### src/rtl/adc_rd_pkg.sv
package adc_rd_pkg;
  typedef enum logic {
    ST_IDLE = 1'b0,
    ST_RUN  = 1'b1
  } seq_state_t;
endpackage

### src/rtl/adc_rd_sclk_gen.sv
module adc_rd_sclk_gen #(
  parameter int DIV_W = 8
) (
  input  logic             clk,
  input  logic             rst,
  input  logic             run,
  input  logic [DIV_W-1:0] half_n,
  output logic             sclk,
  output logic             rise_tick
);
  logic [DIV_W-1:0] cnt_q;
  logic             sclk_q;
  logic             hit;

  assign hit = run && (cnt_q == half_n);

  always_ff @(posedge clk) begin
    if (rst || !run) begin
      cnt_q  <= '0;
      sclk_q <= 1'b1;
    end else if (hit) begin
      cnt_q  <= '0;
      sclk_q <= ~sclk_q;
    end else begin
      cnt_q  <= cnt_q + DIV_W'(1);
    end
  end

  assign sclk      = sclk_q;
  assign rise_tick = hit && !sclk_q;
endmodule

### src/rtl/adc_rd_seq.sv
module adc_rd_seq
  import adc_rd_pkg::*;
#(
  parameter int DATA_W      = 16,
  parameter int SAMPLE_CLKS = 5,
  parameter int DIV_W       = 8
) (
  input  logic             clk,
  input  logic             rst,
  input  logic             start,
  input  logic             check_en,
  input  logic [DIV_W-1:0] div_n,
  input  logic             rise_tick,
  output logic             run,
  output logic             cs_n,
  output logic [DIV_W-1:0] half_n,
  output logic             mode_chk,
  output logic             start_acc,
  output logic             null_stb,
  output logic             data_stb,
  output logic             mirror_stb,
  output logic             done_stb
);
  localparam int NULL_K  = SAMPLE_CLKS + 1;
  localparam int FIRST_D = NULL_K + 1;
  localparam int LAST_D  = NULL_K + DATA_W;
  localparam int FIRST_M = LAST_D + 1;
  localparam int LAST_M  = LAST_D + DATA_W - 1;
  localparam int CNT_W   = $clog2(LAST_M + 1);

  seq_state_t       state_q;
  logic [CNT_W-1:0] period_q;
  logic [CNT_W-1:0] k;
  logic [CNT_W-1:0] last_k;

  assign k         = period_q + CNT_W'(1);
  assign last_k    = mode_chk ? CNT_W'(LAST_M) : CNT_W'(LAST_D);
  assign run       = (state_q == ST_RUN);
  assign start_acc = start && (state_q == ST_IDLE);

  always_ff @(posedge clk) begin
    if (rst) begin
      state_q  <= ST_IDLE;
      period_q <= '0;
      mode_chk <= 1'b0;
      half_n   <= '0;
      cs_n     <= 1'b1;
    end else begin
      case (state_q)
        ST_IDLE: begin
          if (start_acc) begin
            state_q  <= ST_RUN;
            period_q <= '0;
            mode_chk <= check_en;
            half_n   <= div_n;
            cs_n     <= 1'b0;
          end
        end
        default: begin
          if (rise_tick) begin
            period_q <= k;
            if (k == last_k) begin
              state_q <= ST_IDLE;
              cs_n    <= 1'b1;
            end
          end
        end
      endcase
    end
  end

  assign null_stb   = rise_tick && (k == CNT_W'(NULL_K));
  assign data_stb   = rise_tick && (k >= CNT_W'(FIRST_D)) && (k <= CNT_W'(LAST_D));
  assign mirror_stb = rise_tick && mode_chk && (k >= CNT_W'(FIRST_M)) && (k <= CNT_W'(LAST_M));
  assign done_stb   = rise_tick && (k == last_k);
endmodule

### src/rtl/adc_rd_capture.sv
module adc_rd_capture #(
  parameter int DATA_W = 16
) (
  input  logic              clk,
  input  logic              rst,
  input  logic              sdata,
  input  logic              start_acc,
  input  logic              null_stb,
  input  logic              data_stb,
  input  logic              mirror_stb,
  input  logic              done_stb,
  input  logic              mode_chk,
  output logic [DATA_W-1:0] result,
  output logic              valid,
  output logic              frame_err,
  output logic              mirror_err
);
  logic [DATA_W-1:0] data_q, data_nx;
  logic [DATA_W-2:0] mir_q, mir_nx;

  assign data_nx = data_stb ? {data_q[DATA_W-2:0], sdata} : data_q;
  assign mir_nx  = mirror_stb ? {sdata, mir_q[DATA_W-2:1]} : mir_q;

  always_ff @(posedge clk) begin
    if (rst) begin
      data_q     <= '0;
      mir_q      <= '0;
      result     <= '0;
      valid      <= 1'b0;
      frame_err  <= 1'b0;
      mirror_err <= 1'b0;
    end else begin
      data_q <= data_nx;
      mir_q  <= mir_nx;
      valid  <= done_stb;
      if (done_stb) result <= data_nx;
      if (start_acc) begin
        frame_err  <= 1'b0;
        mirror_err <= 1'b0;
      end else begin
        if (null_stb && sdata) frame_err <= 1'b1;
        if (done_stb && mode_chk && (mir_nx != data_nx[DATA_W-1:1])) mirror_err <= 1'b1;
      end
    end
  end
endmodule

### src/rtl/adc_serial_reader.sv
module adc_serial_reader #(
  parameter int DATA_W      = 16,
  parameter int SAMPLE_CLKS = 5,
  parameter int DIV_W       = 8
) (
  input  logic              clk,
  input  logic              rst,
  input  logic              start,
  input  logic              check_en,
  input  logic [DIV_W-1:0]  div_n,
  input  logic              sdata,
  output logic              cs_n,
  output logic              sclk,
  output logic [DATA_W-1:0] result,
  output logic              valid,
  output logic              frame_err,
  output logic              mirror_err
);
  logic             run, rise_tick, mode_chk, start_acc;
  logic             null_stb, data_stb, mirror_stb, done_stb;
  logic [DIV_W-1:0] half_n;

  adc_rd_seq #(
    .DATA_W(DATA_W), .SAMPLE_CLKS(SAMPLE_CLKS), .DIV_W(DIV_W)
  ) seq_i (
    .clk(clk), .rst(rst), .start(start), .check_en(check_en), .div_n(div_n),
    .rise_tick(rise_tick), .run(run), .cs_n(cs_n), .half_n(half_n),
    .mode_chk(mode_chk), .start_acc(start_acc), .null_stb(null_stb),
    .data_stb(data_stb), .mirror_stb(mirror_stb), .done_stb(done_stb)
  );

  adc_rd_sclk_gen #(.DIV_W(DIV_W)) sclk_i (
    .clk(clk), .rst(rst), .run(run), .half_n(half_n),
    .sclk(sclk), .rise_tick(rise_tick)
  );

  adc_rd_capture #(.DATA_W(DATA_W)) cap_i (
    .clk(clk), .rst(rst), .sdata(sdata), .start_acc(start_acc),
    .null_stb(null_stb), .data_stb(data_stb), .mirror_stb(mirror_stb),
    .done_stb(done_stb), .mode_chk(mode_chk), .result(result),
    .valid(valid), .frame_err(frame_err), .mirror_err(mirror_err)
  );
endmodule

### config.mk
export PLATFORM = sky130hd
export DESIGN_NAME = adc_serial_reader
export DESIGN_NICKNAME = d
export VERILOG_FILES = /design/src/rtl/adc_rd_pkg.sv /design/src/rtl/adc_rd_sclk_gen.sv /design/src/rtl/adc_rd_seq.sv /design/src/rtl/adc_rd_capture.sv /design/src/rtl/adc_serial_reader.sv
export SDC_FILE = /design/constraint.sdc
export NUM_CORES = 1
export LEC_CHECK = 0
export BUFFER_PORTS_ARGS = -buffer_cell sky130_fd_sc_hd__buf_2
export CAP_MARGIN = 5
export CORE_MARGIN = 2
export CORE_UTILIZATION = 30
export CTS_CLUSTER_SIZE = 28
export DETAILED_ROUTE_END_ITERATION = 8
export GPL_ROUTABILITY_DRIVEN = 0
export PLACE_DENSITY_LB_ADDON = 0.1
export SYNTH_ARGS = -nofsm -noshare
export SYNTH_HDL_FRONTEND = slang
export SYNTH_SLANG_ARGS = --single-unit
export TNS_END_PERCENT = 100
### constraint.sdc
create_clock -name clk -period 5.3 [get_ports clk]
set_input_delay 0.53 -clock clk [delete_from_list [all_inputs] [get_ports clk]]
set_output_delay 0.53 -clock clk [all_outputs]
set_load 0.05 [all_outputs]
==> results of run 1 <==
-- layout by cell type, fill, tap and decap left out, types with 2 or more instances in the layout --
cell type,count
a22oi_1,3
clkbuf_16,9
nor4_1,4
nand2_1,65
nor2b_1,9
a21oi_2,2
mux2i_1,12
nor3_1,19
xor2_1,11
o211a_1,2
nor4b_1,2
inv_1,18
buf_4,7
o211ai_1,7
ha_1,5
bufinv_16,3
nor3b_1,2
dfxtp_1,76
nor3_4,2
nand3_1,17
o2111ai_1,7
xnor2_1,13
a211oi_1,19
o21ai_0,13
o221ai_1,2
a21oi_1,57
or3_1,4
nand2b_1,7
nand4_1,3
a2111oi_0,4
a41oi_1,2
or4_1,2
and3_1,7
o311ai_0,2
nor2_1,60
buf_2,33
-- metrics by stage --
stage / util [%] / instances / worst slack, ns / area (sq um) / hold slack, ns
3_5_place_dp: 33.20 / 704 / 1.156 / 4432 / 0.4515
4_1_cts: 35.81 / 720 / 1.128 / 4780 / 0.4200
6_report: 35.81 / 720 / 1.089 / 4780 / 0.4282
3_3_place_gp: 33.20 / 704 / 1.254 / 4432 / 0.4457
2_1_floorplan: - / 519 / 1.943 / 4124 / 0.4436
5_1_grt: 35.81 / 720 / 0.7551 / 4780 / 0.4317
-- kinds of logic (layout without fill, tap and decap cells) --
| logic type | after synthesis | count (layout) | synth area share (%) |
|---|---|---|---|
| AO/OA/AOI/OAI | 137 | 137 | 22.48 |
| XOR/XNOR | 24 | 24 | 5.097 |
| adder cells (fa/ha/maj) | 5 | 5 | 1.517 |
| buffers and inverters | 50 | 75 | 5.157 |
| flip-flops | 76 | 76 | 36.89 |
| multiplexers | 14 | 14 | 3.519 |
| AND/OR/NAND/NOR | 213 | 213 | 25.33 |
-- path summary, 6_finish.rpt --
kind	from	endpoint	slack (ns)	depth (start not counted)
worst max-delay path	seq_i.period_q[0]	cap_i.mirror_err	1.09	11
worst min-delay path	div_n[2]	seq_i.half_n[2]	0.43	3
worst max register to register	seq_i.period_q[0]	cap_i.mirror_err	1.09	11
worst min register to register	cap_i.mir_q[0]	cap_i.mir_q[0]	0.47	2
-- routing by layer --
metal  wire length, um  vias up
met4               226        0
met3               393       15
met2              5303       88
li1                  -     1917
met5                 0        -
met1              5990     1776
-- worst reg2reg max path: cells and delay by family, from the launching register on --
kind,cells,cell delay (ns)
flip-flops,1,0.49
multiplexers,1,0.46
XOR/XNOR,1,0.27
AO/OA/AOI/OAI,6,1.93
AND/OR/NAND/NOR,2,0.49
adder cells (fa/ha/maj),1,0.40
-- final cells by class --
cell class                      count  area, sq um  area share [%]
Timing Repair Buffer               40        217.7           4.555
Clock inverter                      7        122.6           2.565
Tap cell                          176        220.2           4.607
Sequential cell                    76         1521           31.83
Multi-Input combinational cell    393         2401           50.24
Clock buffer                        9        225.2           4.712
Inverter                           19        71.32           1.492
-- report_power, final --
| group | internal (mW) | total (mW) | leakage [nW] | switching (mW) |
|---|---|---|---|---|
| registers | 0.577 | 0.583 | 0.614 | 0.00610 |
| logic | 0.0140 | 0.0499 | 0.906 | 0.0359 |
| clock network | 0.464 | 0.724 | 0.168 | 0.260 |
| total | 1.06 | 1.36 | 1.69 | 0.302 |
-- sequential cells by signal, indices dropped and copies added (netlist names), 6 cells and up --
name,cells
seq_i.period_q,6
sclk_i.cnt_q,8
cap_i.result,16
cap_i.data_q,16
seq_i.half_n,8
cap_i.mir_q,15
==> results.sh, run 1 <==
export IMPL_synth_top_area_share_pct=36.89
export IMPL_critical_path_max_stage_delay_ns=0.76
export IMPL_p_leak_nw=1.688
export IMPL_timing_final_crit_share_pct=79.45
export IMPL_clock_latency_ns=0.34
export IMPL_crit_type="reg -> reg"
export IMPL_rsz0062_at_grt="false"
export IMPL_num_fill_cells=1439
export IMPL_post_drt_wl_per_cell_um=16.55
export IMPL_synth_edff_count=0
export IMPL_start_util_pct=30.90
export IMPL_grt_max_degree=69
export IMPL_crit_chain="ha_1 -> nand3_1 -> xnor2_1 -> o2111ai_1 -> a2111oi_4 -> mux2i_1 -> o221ai_1 -> a221oi_1 -> o2111ai_1 -> nor4_2 -> a2111oi_2"
export IMPL_crit_fanout=10
export IMPL_htreeDepth=3
export IMPL_cts_root_buf="clkbuf_16"
export IMPL_skew_ns=0.005532
export IMPL_drive_gt1_share_pct=13.60
export IMPL_synth_most_common_cell="dfxtp_1"
export IMPL_grt_remaining_overflow=0
export IMPL_async_flop_share_pct=0
export IMPL_ys_flop_type="dfxtp_1"
export IMPL_critPathLaunchType="register"
export IMPL_cpLargestDelayFamily="compound AO/OA/AOI/OAI gates"
export IMPL_antenna_found_initial=0
export IMPL_clkSlewWorstSetupHoldPaths_ns=0.06
export IMPL_holdBufCountCts=0
export IMPL_io_buffers=33
export IMPL_cts_buffers=9
export IMPL_placeableCoreArea_sq_um=13350
export IMPL_cp_slowest_cell="a2111oi_4"
export IMPL_relSlewSlack_pct=32.04
export IMPL_cts_sinks=76
export IMPL_grt_usage_pct=17.16
export IMPL_die_w_um=121.2
export IMPL_grtUsageMet1_pct=24.59
export IMPL_grt_use_met3_pct=2.303
export IMPL_syn_cell_area_sq_um=4124
export IMPL_ios=34
export IMPL_synth_seq_cells=76
export IMPL_drv_slew=0
export IMPL_synthTopCellsByArea="dfxtp_1 37%, a21oi_1 6.9%, nand2_1 5.9%"
export IMPL_tns_ns=0
export IMPL_synthDistinctLibCells=66
export IMPL_critPathRequiredTime_ns=5.48
export IMPL_grt_first_pass_wirelength_mm=19.55
export IMPL_max_slew_worst_pin_slew_ns=1.017
export IMPL_cap_violations=0
export IMPL_power_density_nw_per_um2=284.0
export IMPL_setup_viol=0
export IMPL_nets=557
export IMPL_antenna_cells=0
export IMPL_vias=3796
export IMPL_finalCriticalPeriod_ns=4.211
export IMPL_gr_usage_met2_pct=25.63
export IMPL_yosysSeqAreaShare_pct=36.89
export IMPL_path_buf_inv=0
export IMPL_dieArea_sq_um=14700
export IMPL_synth_common_cells="76 x dfxtp_1, 65 x nand2_1, 60 x nor2_1"
export IMPL_cts_repair_resized=0
export IMPL_max_clock_path_buffers=2
export IMPL_routed_wl_mm=11.91
export IMPL_cp_end_kind="register"
export IMPL_status="finished, final reports clean"
export IMPL_max_freq_mhz=237.5
export IMPL_hold_viol=0
export IMPL_yosys_warnings=0
export IMPL_cp_common_cell="o2111ai_1"
export IMPL_syn_nets=537
export IMPL_dpl_hpwl_mm=8.503
export IMPL_fp_dieH_um=121.2
export IMPL_firstDrtPassIters=5
export IMPL_rows=42
export IMPL_drtIter0Drc=307
export IMPL_synth_top_area_cell="dfxtp_1"
export IMPL_synthCells=519
export IMPL_fin_total_pwr_mw=1.357
export IMPL_grt_pass1_vias=3636
export IMPL_drc=0
export IMPL_area_growth_syn_to_layout_pct=15.90
export IMPL_syn_area_per_cell_sq_um=7.946
export IMPL_ir_drop_uv=158.5
export IMPL_cp_arrival_ns=4.39
export IMPL_routed_via_density=5.272
export IMPL_busiest_layer="met2"
export IMPL_hp_class="in -> reg"
export IMPL_ant_nets=0
export IMPL_cts_setup_buffers=0
export IMPL_cts_tree="done"
No activity file was read; power rests on OpenSTA's default activity.
==> inputs of run 2 (changes only) <==
==> constraint.sdc (replaced) <==
create_clock -name clk -period 4.2 [get_ports clk]
set_input_delay 0.42 -clock clk [delete_from_list [all_inputs] [get_ports clk]]
set_output_delay 0.42 -clock clk [all_outputs]
set_load 0.05 [all_outputs]
==> results.sh, run 2 (synthesis gave the netlist of run 1 again) <==
export IMPL_switchingPower_mw=0.3825
export IMPL_ant_nets=0
export IMPL_start_util_pct=30.90
export IMPL_max_slew_worst_pin_slew_ns=1.008
export IMPL_cts_sinks=76
export IMPL_finalCriticalPeriod_ns=3.740
export IMPL_antenna_cells=0
export IMPL_cts_repair_resized=0
export IMPL_crit_fanout=10
export IMPL_rows=42
export IMPL_grt_remaining_overflow=0
export IMPL_clock_power_share_pct=50.3
export IMPL_fp_dieH_um=121.2
export IMPL_drive_gt1_share_pct=15.01
export IMPL_hold_viol=0
export IMPL_critPathLaunchType="register"
export IMPL_firstDrtPassIters=5
export IMPL_clkSlewWorstSetupHoldPaths_ns=0.06
export IMPL_critPathRequiredTime_ns=4.38
export IMPL_io_buffers=33
export IMPL_mostFrequentLayoutCell="dfxtp_1"
export IMPL_cts_buffers=9
export IMPL_drtIter0Drc=221
export IMPL_p_seq_share_pct=45.7
export IMPL_num_fill_cells=1394
export IMPL_intPower_mw=1.230
export IMPL_skew_ns=0.01211
export IMPL_cts_tree="done"
export IMPL_dieArea_sq_um=14700
export IMPL_reg_top3="cap_i.data_q x16, cap_i.result x16, cap_i.mir_q x15"
export IMPL_htreeDepth=3
export IMPL_routed_via_density=5.206
export IMPL_pre_cts_ws_ns=0.4816
export IMPL_grt_first_pass_wirelength_mm=20.16
export IMPL_grt_use_met3_pct=3.571
export IMPL_pwr_share_comb_pct=4.1
export IMPL_drc=0
export IMPL_post_route_util_pct=36.01
export IMPL_p_leak_nw=1.712
export IMPL_clock_latency_ns=0.35
export IMPL_swShare_pct=23.73
export IMPL_gr_usage_met2_pct=26.30
export IMPL_mostFrequentLayoutCells="76 x dfxtp_1, 65 x nand2_1, 60 x nor2_1, 57 x a21oi_1, 33 x buf_2"
export IMPL_routed_wl_mm=12.08
export IMPL_hp_class="in -> reg"
export IMPL_fin_total_pwr_mw=1.612
export IMPL_ir_drop_uv=178.1
export IMPL_antenna_found_initial=0
export IMPL_post_drt_wl_per_cell_um=16.58
export IMPL_relSlewSlack_pct=32.67
export IMPL_cp_end_kind="register"
export IMPL_ios=34
export IMPL_dpl_hpwl_mm=8.790
export IMPL_grt_max_degree=39
export IMPL_rsz0062_at_grt="false"
export IMPL_area_growth_syn_to_layout_pct=16.57
export IMPL_timing_final_crit_share_pct=89.05
export IMPL_grt_usage_pct=17.72
export IMPL_nets=566
export IMPL_busiest_layer="met2"
export IMPL_tns_ns=0
export IMPL_cp_arrival_ns=3.92
export IMPL_max_freq_mhz=267.4
export IMPL_status="finished, final reports clean"
export IMPL_worst_slack_ns=0.4597
export IMPL_grtUsageMet1_pct=25.65
export IMPL_power_density_nw_per_um2=335.4
export IMPL_drv_slew=0
export IMPL_max_clock_path_buffers=2
export IMPL_vias=3795
export IMPL_cap_violations=0
export IMPL_cts_root_buf="clkbuf_16"
export IMPL_hold_worst_slack_ns=0.3121
export IMPL_crit_type="reg -> reg"
export IMPL_grt_pass1_vias=3755
export IMPL_cts_setup_buffers=0
export IMPL_placeableCoreArea_sq_um=13350
export IMPL_setup_viol=0
export IMPL_holdBufCountCts=0
export IMPL_die_w_um=121.2
[run 2: cell types whose count changed in the layout (fill, tap and decap cells not counted), sizes merged]
cell	delta
buf	+9
bufinv	-2
clkbuf	+1
inv	+1
[run 2: worst max-delay path, cell delays in order, from the launching register on]
cell and delay, ns:
dfxtp_1 0.49, ha_1 0.40, xor2_1 0.18, o2bb2ai_1 0.11, and2_2 0.20, or4_1 0.69, nor2_8 0.30, mux2i_2 0.38
a211oi_1 0.13, a2111o_1 0.42, nor4_2 0.17, a2111oi_2 0.10
[run 2: power by group through the flow]
stage	Clock, mW	Sequential, mW	Combinational [mW]
3_5_place_dp	0	0.752	0.0660
2_1_floorplan	0	0.752	0.0406
6_report	0.811	0.736	0.0655
3_3_place_gp	0	0.752	0.0657
4_1_cts	0.839	0.736	0.0660
5_1_grt	0.864	0.737	0.0727
[run 2: per-layer routing]
layer | wire, um | vias up
met3 | 571 | 13
li1 | - | 1914
met1 | 6092 | 1768
met5 | 0 | -
met4 | 128 | 0
met2 | 5291 | 100
[run 2: path summary, 6_finish.rpt]
kind	start	end	slack (ns)	cells after the start
worst min register to register	seq_i.half_n[7]	seq_i.half_n[7]	0.47	2
worst max-delay path	seq_i.period_q[0]	cap_i.mirror_err	0.46	11
worst max register to register	seq_i.period_q[0]	cap_i.mirror_err	0.46	11
worst min-delay path	div_n[0]	seq_i.half_n[0]	0.31	3
[run 2: final cells by class]
class	count	area (sq um)	area share (%)
multi-input combinational	393	2401	49.95
sequential	76	1521	31.65
timing repair buffer	49	285.3	5.934
clock buffer	10	239.0	4.971
tap	176	220.2	4.581
inverter	19	71.32	1.484
clock inverter	6	68.82	1.432
[run 2: through the flow]
stage	area (sq um)	std cells
3_3_place_gp	4499	713
2_1_floorplan	4124	519
4_1_cts	4807	729
3_5_place_dp	4499	713
5_1_grt	4807	729
6_report	4807	729
==> inputs of run 3 (changes only) <==
--- a/config.mk
+++ b/config.mk
@@ -9,10 +9,12 @@
 export CAP_MARGIN = 5
 export CORE_MARGIN = 2
 export CORE_UTILIZATION = 30
+export CTS_BUF_LIST = sky130_fd_sc_hd__clkbuf_2
 export CTS_CLUSTER_SIZE = 28
 export DETAILED_ROUTE_END_ITERATION = 8
 export GPL_ROUTABILITY_DRIVEN = 0
 export PLACE_DENSITY_LB_ADDON = 0.1
+export SETUP_SLACK_MARGIN = 0.3
 export SYNTH_ARGS = -nofsm -noshare
 export SYNTH_HDL_FRONTEND = slang
 export SYNTH_SLANG_ARGS = --single-unit
==> constraint.sdc (replaced) <==
create_clock -name clk -period 4 [get_ports clk]
set_input_delay 0.4 -clock clk [delete_from_list [all_inputs] [get_ports clk]]
set_output_delay 0.4 -clock clk [all_outputs]
set_load 0.05 [all_outputs]
==> results.sh, run 3 (synthesis gave the netlist of run 1 again) <==
export IMPL_status="finished, final reports clean"
export IMPL_skew_ns=0.04165
export IMPL_placeableCoreArea_sq_um=13350
export IMPL_grt_usage_pct=17.40
export IMPL_grt_pass1_vias=3711
export IMPL_fp_dieH_um=121.2
export IMPL_max_clock_path_buffers=2
export IMPL_mostFrequentLayoutCells="72 x dfxtp_1, 65 x nand2_1, 60 x nor2_1, 57 x a21oi_1, 33 x buf_2"
export IMPL_io_buffers=33
export IMPL_crit_chain="nand2b_1 -> o2111ai_1 -> or4_1 -> or4_4 -> nor2_8 -> mux2i_2 -> a211oi_1 -> a2111o_1 -> nor4_2 -> a2111oi_2"
export IMPL_p_seq_share_pct=60.4
export IMPL_cap_violations=0
export IMPL_htreeDepth=3
export IMPL_crit_type="reg -> reg"
export IMPL_ant_nets=0
export IMPL_clkSlewWorstSetupHoldPaths_ns=0.22
export IMPL_clock_latency_ns=0.57
export IMPL_tns_ns=0
export IMPL_swShare_pct=26.85
export IMPL_grt_first_pass_wirelength_mm=19.95
export IMPL_grt_max_degree=42
export IMPL_antenna_found_initial=0
export IMPL_dpl_hpwl_mm=8.802
export IMPL_cp_slowest_cell="or4_4"
export IMPL_rsz0062_at_grt="false"
export IMPL_pwr_share_comb_pct=5.9
export IMPL_cts_buffers=9
export IMPL_dieArea_sq_um=14700
export IMPL_cts_root_buf="clkbuf_2"
export IMPL_post_drt_wl_per_cell_um=16.53
export IMPL_worstRegToRegCells=10
export IMPL_critPathRequiredTime_ns=4.45
export IMPL_num_fill_cells=1468
export IMPL_finalCriticalPeriod_ns=3.493
export IMPL_drc=0
export IMPL_antenna_cells=0
export IMPL_power_density_nw_per_um2=269.3
export IMPL_start_util_pct=30.90
export IMPL_cts_sinks=76
export IMPL_max_slew_worst_pin_slew_ns=1.014
export IMPL_rows=42
export IMPL_max_freq_mhz=286.3
export IMPL_ios=34
export IMPL_drive_gt1_share_pct=17.79
export IMPL_critical_path_max_stage_delay_ns=0.67
export IMPL_post_place_cells=714
export IMPL_setup_viol=0
export IMPL_mostFrequentLayoutCell="dfxtp_1"
export IMPL_drtIter0Drc=290
export IMPL_routed_via_density=5.171
export IMPL_timing_final_crit_share_pct=87.32
export IMPL_hold_viol=0
export IMPL_drv_slew=0
export IMPL_critPathLaunchType="register"
export IMPL_hp_class="in -> reg"
export IMPL_vias=3816
export IMPL_routed_wl_mm=12.20
export IMPL_clock_power_share_pct=33.8
export IMPL_multi_input_area_sq_um=2457
export IMPL_regArea_sq_um=1529
export IMPL_intPower_mw=0.9378
export IMPL_cts_tree="done"
export IMPL_nets=575
export IMPL_area_growth_syn_to_layout_pct=15.44
export IMPL_switchingPower_mw=0.3442
export IMPL_reg_top3="cap_i.data_q x16, cap_i.result x16, cap_i.mir_q x15"
export IMPL_cp_end_kind="register"
export IMPL_whs_path_depth=3
export IMPL_fin_cells=738
export IMPL_grt_remaining_overflow=0
export IMPL_die_w_um=121.2
export IMPL_relSlewSlack_pct=32.24
export IMPL_ir_drop_uv=166.4
export IMPL_cp_arrival_ns=3.94
export IMPL_firstDrtPassIters=4
export IMPL_crit_fanout=12
export IMPL_p_leak_nw=1.694
## run 3: repair_timing
| action | in CTS | in global routing |
|---|---|---|
| buffers inserted | 0 | 2 |
| hold buffers | 6 | 0 |
| pin swaps | 0 | 1 |
| setup endpoints to repair | 1 | 1 |
| hold endpoints to repair | 6 | 0 |
| gates resized for setup | 4 | 12 |
## run 3: worst max-delay path: cells and delay by family, from the launching register on
family	cells	cell delay, ns
AOI/OAI and AO/OA	4	0.80
DFF	1	0.45
muxes	1	0.38
and+or+nand+nor	5	1.75
## run 3: final timing paths
kind                   startpoint                to  slack [ns]
setup / recovery  sclk_i.cnt_q[3]  cap_i.mirror_err        0.51
hold / removal           div_n[7]   seq_i.half_n[7]        0.08
setup reg to reg  sclk_i.cnt_q[3]  cap_i.mirror_err        0.51
hold reg to reg   seq_i.half_n[6]   seq_i.half_n[6]        0.48
## run 3: area by class of cell
cell class / count / area share [%]
Clock buffer: 10 / 1.051
Clock inverter: 6 / 1.367
Inverter: 19 / 1.498
Multi-Input combinational cell: 393 / 51.62
Sequential cell: 76 / 32.12
Tap cell: 176 / 4.625
Timing Repair Buffer: 58 / 7.727
## run 3: power by group through the flow
stage	combinational (mW)	clock (mW)	sequential (mW)
finish	0.0753	0.433	0.774
global placement	0.0697	0	0.789
CTS	0.0754	0.460	0.775
detailed placement	0.0706	0	0.789
floorplan	0.0426	0	0.790
global route	0.0838	0.480	0.776
## run 3: per-stage QoR
| step | util [%] | power (mW) | instance area, sq um | worst slack (ns) | hold slack [ns] |
|---|---|---|---|---|---|
| after floorplan | - | 0.8325 | 4124 | 0.6433 | 0.4436 |
| after global placement | 33.76 | 0.8589 | 4507 | 0.2509 | 0.4445 |
| after detailed placement | 33.76 | 0.8600 | 4507 | 0.2164 | 0.4618 |
| after CTS | 35.19 | 1.310 | 4697 | 0.3282 | 0.02460 |
| after global routing | 35.67 | 1.340 | 4761 | 0.2542 | 0.05897 |
| final | 35.67 | 1.282 | 4761 | 0.5074 | 0.08170 |
## run 3: layer usage
| layer | vias up | track usage [%] | wire length, um |
|---|---|---|---|
| li1 | 1937 | - | - |
| met1 | 1790 | 24.26 | 5941 |
| met2 | 76 | 26.69 | 5534 |
| met3 | 13 | 2.726 | 527 |
| met4 | 0 | 7.256 | 194 |
| met5 | - | 0 | 0 |
